**src/rtl/flash_bus_front.sv**
```systemverilog
module flash_bus_front #(
  parameter int AW       = 18,
  parameter int FILT     = 3,
  parameter bit TOP_BOOT = 1'b1
) (
  input  logic          clk,
  input  logic          rst_n,
  input  logic          ce_n,
  input  logic          oe_n,
  input  logic          we_n,
  input  logic [AW-1:0] addr,
  input  logic          word_mode,
  input  logic          id_mode,
  input  logic          busy,
  input  logic [15:0]   dq_in,
  output logic [15:0]   dq_out,
  output logic [15:0]   dq_oe,
  output logic [AW:0]   rd_addr,
  input  logic [15:0]   rd_data,
  output logic          wr_valid,
  output logic [AW:0]   wr_addr,
  output logic [15:0]   wr_data,
  output logic          standby
);

  localparam int CW = $clog2(FILT + 1);
  localparam logic [7:0] DEV_CODE = TOP_BOOT ? 8'hD5 : 8'hD6;

  logic [2:0] raw, s1, s2, flt;
  assign raw = {we_n, oe_n, ce_n};

  always_ff @(posedge clk or negedge rst_n)
    if (!rst_n) begin
      s1 <= 3'b111;
      s2 <= 3'b111;
    end else begin
      s1 <= raw;
      s2 <= s1;
    end

  for (genvar i = 0; i < 3; i++) begin : g_filt
    logic [CW-1:0] cnt;
    logic          lvl;
    always_ff @(posedge clk or negedge rst_n)
      if (!rst_n) begin
        cnt <= '0;
        lvl <= 1'b1;
      end else if (s2[i] != lvl) begin
        if (cnt == CW'(FILT - 1)) begin
          lvl <= s2[i];
          cnt <= '0;
        end else begin
          cnt <= cnt + 1'b1;
        end
      end else begin
        cnt <= '0;
      end
    assign flt[i] = lvl;
  end

  logic ce_f, oe_f, we_f;
  assign ce_f = flt[0];
  assign oe_f = flt[1];
  assign we_f = flt[2];

  logic [AW-1:0] addr_s1, addr_s2;
  logic [15:0]   dq_s1, dq_s2;
  logic          wm_s1, wm_s2, id_s1, id_s2;

  always_ff @(posedge clk or negedge rst_n)
    if (!rst_n) begin
      addr_s1 <= '0;
      addr_s2 <= '0;
      dq_s1   <= '0;
      dq_s2   <= '0;
      wm_s1   <= 1'b1;
      wm_s2   <= 1'b1;
      id_s1   <= 1'b0;
      id_s2   <= 1'b0;
    end else begin
      addr_s1 <= addr;
      addr_s2 <= addr_s1;
      dq_s1   <= dq_in;
      dq_s2   <= dq_s1;
      wm_s1   <= word_mode;
      wm_s2   <= wm_s1;
      id_s1   <= id_mode;
      id_s2   <= id_s1;
    end

  logic [AW:0] full_addr;
  assign full_addr = wm_s2 ? {1'b0, addr_s2} : {addr_s2, dq_s2[15]};
  assign rd_addr   = full_addr;

  logic [7:0] id_byte;
  always_comb
    case (addr_s2[1:0])
      2'b00:   id_byte = 8'h20;
      2'b01:   id_byte = DEV_CODE;
      default: id_byte = 8'h00;
    endcase

  logic        rd_go;
  logic [15:0] rd_word;
  assign rd_go   = !ce_f && !oe_f && we_f;
  assign rd_word = id_s2 ? {8'h00, id_byte}
                 : (wm_s2 ? rd_data : {8'h00, rd_data[7:0]});

  always_ff @(posedge clk or negedge rst_n)
    if (!rst_n) begin
      dq_oe  <= '0;
      dq_out <= '0;
    end else begin
      dq_oe  <= rd_go ? (wm_s2 ? 16'hFFFF : 16'h00FF) : 16'h0000;
      dq_out <= rd_go ? rd_word : 16'h0000;
    end

  logic        both, both_q, wr_ok;
  logic [15:0] dq_hold;
  assign both = !ce_f && !we_f;

  always_ff @(posedge clk or negedge rst_n)
    if (!rst_n) begin
      dq_hold <= '0;
    end else if (!s2[0] && !s2[2]) begin
      dq_hold <= wm_s2 ? dq_s2 : {8'h00, dq_s2[7:0]};
    end

  always_ff @(posedge clk or negedge rst_n)
    if (!rst_n) begin
      both_q   <= 1'b0;
      wr_ok    <= 1'b0;
      wr_valid <= 1'b0;
      wr_addr  <= '0;
      wr_data  <= '0;
    end else begin
      both_q   <= both;
      wr_valid <= 1'b0;
      if (both && !both_q) begin
        wr_ok   <= oe_f;
        wr_addr <= full_addr;
      end else if (both && !oe_f) begin
        wr_ok <= 1'b0;
      end
      if (!both && both_q) begin
        wr_valid <= wr_ok;
        wr_data  <= dq_hold;
        wr_ok    <= 1'b0;
      end
    end

  assign standby = ce_f && !busy;

endmodule


```
**config.mk**
```make
export PLATFORM = sky130hd
export DESIGN_NAME = flash_bus_front
export DESIGN_NICKNAME = d
export VERILOG_FILES = /design/src/rtl/flash_bus_front.sv
export SDC_FILE = /design/constraint.sdc
export NUM_CORES = 1
export LEC_CHECK = 0
export ABC_AREA = 1
export BUFFER_PORTS_ARGS = -buffer_cell sky130_fd_sc_hd__buf_4
export CORE_ASPECT_RATIO = 1.75
export CORE_MARGIN = 4
export CORE_UTILIZATION = 45
export CTS_CLUSTER_SIZE = 8
export DETAILED_ROUTE_END_ITERATION = 16
export PLACE_DENSITY_LB_ADDON = 0.25
export SYNTH_ARGS = -nofsm -noshare
export SYNTH_HDL_FRONTEND = slang
export SYNTH_SLANG_ARGS = --single-unit
```
**constraint.sdc**
```tcl
create_clock -name clk -period 2.5 [get_ports clk]
set_input_delay 0.5 -clock clk [delete_from_list [all_inputs] [get_ports clk]]
set_output_delay 0.5 -clock clk [all_outputs]
set_load 0.1 [all_outputs]
```
# ---- Word level (Yosys, flattened, before mapping)
# Cells that the tools add are included.
dict set report classes {
  add_sub_neg 3
  multipliers 0
  n_div 0
  order_cmp 0
  eq_ne 7
  n_shift 0
  muxes 18
  bitwise 0
  reduce_logical 21
}
# operator count
set op_table {}
lappend op_table {{$mux W16} 6}
lappend op_table {{$mux W19} 1}
lappend op_table {{$pmux W8 S2} 1}
lappend op_table {{$mux W2} 6}
lappend op_table {{$logic_and A1 B1 Y1} 8}
lappend op_table {{$logic_not A1 Y1} 8}
lappend op_table {{$add A2 B1 Y2 const B} 3}
lappend op_table {{$eq A2 B2 Y1 const B} 3}
lappend op_table {{$reduce_and A2 Y1} 3}
lappend op_table {{$mux W1} 4}
lappend op_table {{$ne A1 B1 Y1} 3}
lappend op_table {{$reduce_bool A3 Y1} 1}
lappend op_table {{$eq A2 B1 Y1 const B} 1}
lappend op_table {{$logic_not A2 Y1} 1}
dict set report word_totals {
  register_bits 173
  latchBits 0
  ramBits 0
  romBits 0
  in_bits 58
  wordCells 73
  memories 0
}

# ---- Depth between registers and ports, before layout
dict set report logic_depth {
  ltp_word 6
  depth_mapped 7
}

# ---- Worst setup path after synthesis
# Ideal clock, no wire load.
dict set report synth_path {
  path_kind {register to output}
  startpoint {register wm_s2}
  endpoint {output port rd_addr[1]}
  t_arrival_ns 2.667
  slack_ns -0.667
  stages_incl_launch_ff 3
  cell_sequence {dfstp_2 buf_2 o21ai_0}
}
dict set report synth_via {
  elab_chain_len 1
}
# item line
set synth_lines {}
lappend synth_lines {{start, declared} 68} ;# logic wm_s1, wm_s2, id_s1, id_s2;
lappend synth_lines {{start signal, assigned} 86} ;# wm_s2 <= wm_s1;
lappend synth_lines {{$mux W19} 92} ;# assign full_addr = wm_s2 ? {1'b0, addr_s2} : {addr_s2, dq_s2[15]};
lappend synth_lines {{end, declared} 18} ;# output logic [AW:0] rd_addr,
# No other way between the ends.

# ---- Worst setup path in the final report
dict set report layout_path {
  startpoint {register wm_s2}
  endpoint {output port rd_addr[6]}
}
# The elaborated chain is that of the path after synthesis.

==> impl_metrics.json <==
{
  "status": "complete, no violations",
  "dieHeight_microns": 154,
  "p_leak_uw": 0.00381,
  "yosysMostFrequentCell": "nand2_1",
  "ys.warnings.count": 0,
  "crit_arrival_ps": 1790,
  "synth_area_leaders": "dfrtp_1 (68%), nand2_1 (14%), dfstp_2 (5.3%), buf_4 (2.6%), o21ai_0 (1.9%)",
  "port_buffers": 145,
  "tightest_slew_ps": 804,
  "cap_violations": 0,
  "yosys.area.top_type": "dfrtp_1",
  "dpl_cell_area_sq_um": 6610,
  "clkTransAtPathRegs_ps": 60,
  "fmax_mhz": 436,
  "drt_iter0_drc": 109,
  "core_area_sq_um": 12000,
  "firstDrtPassIters": 4,
  "drcViolationCount": 0,
  "gr-total-overflow": 0,
  "crit_slowest_cell": "dfstp_4",
  "setup_ws_ps": 206,
  "period_needed_ps": 2290,
  "drive_above_1_share": 0.318,
  "hold_violations": 0,
  "grt_pass1_vias": 3772,
  "num_io_pins": 146,
  "synth-main-ff-cell": "dfrtp_1",
  "antenna_found_initial": 0,
  "ys_ff_latch": 159,
  "p_sw_uw": 4550,
  "synth-simple-area-share": 0.188,
  "irDropWorstVdd_uv": 873,
  "pwr-share-seq": 0.333,
  "slew_headroom": 0.463,
  "synth_xor_area_frac": 0.00480,
  "cts_tree": "built",
  "grt_max_degree": 58,
  "powerDensity_nw_per_um2": 1380,
  "grt_usage": 0.174,
  "fin_worst_skew_ps": 5.07,
  "numCtsBuffers": 17,
  "cp_cell_sequence": "buf_6 -> nand2_1 -> nand2_1 -> buf_4",
  "cp.required_ps": 2000,
  "netlist_area_sq_um": 5480,
  "worstSetupPathType": "reg -> out",
  "wl_per_cell_microns": 14.2,
  "cts_max_level": 4,
  "clockPowerShare": 0.265,
  "synth_edf_count": 0,
  "vias": 3638,
  "num-nets-final": 689,
  "wl_microns": 11500,
  "hold_class": "in -> async",
  "drtAntennaViolNets": 0,
  "clockBufferDepth": 2,
  "synthArstFlopShare": 1.00,
  "slowest_delay_ps": 730,
  "netlist_instances": 495,
  "cts.sinks": 159,
  "synth_nets": 553,
  "synth_common_cells": "nand2_1 (203), dfrtp_1 (148), nor2_1 (25)",
  "die_area_sq_um": 14100,
  "synth_top_family_by_area": "simple AND/OR/NAND/NOR gates",
  "power_uw": 9990,
  "internal_power_uw": 5440,
  "rsz0062_at_grt": "false",
  "end_kind": "primary output",
  "combPwrFrac": 0.402,
  "drv_slew": 0,
  "crit_top_cell": "nand2_1",
  "synth_cell_types": 21,
  "cp-start-kind": "flop",
  "fin_area_sq_um": 7240,
  "synth-compound-area-share": 0.0256,
  "grt_pass1_wl_microns": 18800,
  "swShare": 0.456,
  "synth_mux_area_frac": 0,
  "post-place-ws_ps": 310,
  "fin_crit_sh": 0.918,
  "die_w_microns": 91.4,
  "rows": 53,
  "start_util": 0.456,
  "ys_seq_area_frac": 0.729,
  "setup_violations": 0,
  "synth_top_area_share": 0.676,
  "dp_hpwl_microns": 8090,
  "area_delta_synth_final_pct": 32.2,
  "cp_max_fo": 16,
  "n_fill_cell": 1012,
  "clk_latency_ps": 410,
  "cts_root_buf": "clkbuf_16",
  "vias_per_cell": 4.50,
  "yosys.area_share.adder": 0,
  "avgSynthCellArea_sq_um": 11.1,
  "routabilityCongestion": 0.731,
  "antenna_cells": 0
}
## flip-flops by register name (all words and copies together), names as in the netlist
| name | flops |
|---|---|
| dq_s1 | 16 |
| addr_s1 | 18 |
| wm_s2 | 1 |
| dq_out | 16 |
| dq_hold | 16 |
| wr_valid | 1 |
| wr_ok | 1 |
| dq_oe | 2 |
| s2 | 3 |
| s1 | 3 |
| dq_s2 | 16 |
| g_filt.cnt | 6 |
| ce_f | 1 |
| wr_addr | 19 |
| id_s2 | 1 |
| id_s1 | 1 |
| both_q | 1 |
| wm_s1 | 1 |
| g_filt.lvl | 2 |
| wr_data | 16 |
| addr_s2 | 18 |
## per-layer routing
layer  part of all wire  routed length (microns)  global-route usage  vias up
met2               0.53                     6120               0.294      108
li1                   -                        -                   -     1774
met5                  0                        0                   0        -
met3              0.060                      689              0.0587       25
met4              0.031                      355              0.0827        0
met1               0.38                     4330               0.195     1731
## kinds of logic after synthesis
family,after synthesis
xor+xnor,3
buf+inv,52
flops,159
compound gates,25
simple gates,256
## layout by cell type, fill, tap and decap left out, types with 5 or more instances in the layout
cell type	n
nand2_1	203
dfrtp_1	148
buf_4	145
nor2_1	25
o21ai_0	21
inv_1	18
nand3_1	17
clkbuf_16	17
dfstp_2	10
or2_2	5
## final timing paths
path / cells past startpoint / to / start / slack, ps
worst max-delay path: 4 / rd_addr[6] / wm_s2$_DFF_PN1_ / 210
worst min-delay path: 1 / addr_s1[15]$_DFF_PN0_ / rst_n / 30
worst max register to register: 4 / wr_addr[18]$_DFFE_PN0P_ / g_filt[2].lvl$_DFFE_PN1P_ / 870
worst min register to register: 0 / dq_s2[0]$_DFF_PN0_ / dq_s1[0]$_DFF_PN0_ / 340
max in group asynchronous: 2 / s1[2]$_DFF_PN1_ / rst_n / 1720
min in group clk: 1 / addr_s1[4]$_DFF_PN0_ / addr[4] / 190
## worst max-delay path, delay by kind of cell, from the launching register on
kind,cells,cell delay (ps)
flip-flops,1,730
buffers and inverters,2,500
AND/OR/NAND/NOR,2,160
## power by group through the flow
stage	clock [uW]	combinational, uW	sequential [uW]
CTS	2710	4050	3330
floorplan	0	1430	5170
finish	2650	4020	3320
detailed placement	0	4050	3370
global placement	0	4000	3350
global route	2830	4210	3380
## final cells by class
cell class / instances / area [sq um] / share of cell area
tap: 165 / 206 / 0.0285
multi-input combinational: 284 / 1190 / 0.165
clock buffer: 21 / 460 / 0.0636
timing repair buffer: 149 / 1150 / 0.159
inverter: 20 / 75.1 / 0.0104
clock inverter: 11 / 156 / 0.0216
sequential: 159 / 4000 / 0.552
## metrics by stage
| step | TNS (ps) | util | hold slack, ps | std cells |
|---|---|---|---|---|
| floorplan | -2240 | - | 204 | 495 |
| global placement | 0 | 0.551 | 332 | 776 |
| detailed placement | 0 | 0.551 | 335 | 776 |
| CTS | 0 | 0.602 | 44.7 | 808 |
| global route | 0 | 0.603 | 56.4 | 809 |
| finish | 0 | 0.603 | 33.7 | 809 |
## repair_timing
action                     in CTS  in global routing
hold endpoints to repair        0                  0
gates resized for setup         1                  0
hold buffers                    0                  0
setup endpoints to repair      17                  3
setup buffers                   0                  1
(Power assumes the default switching activity.)
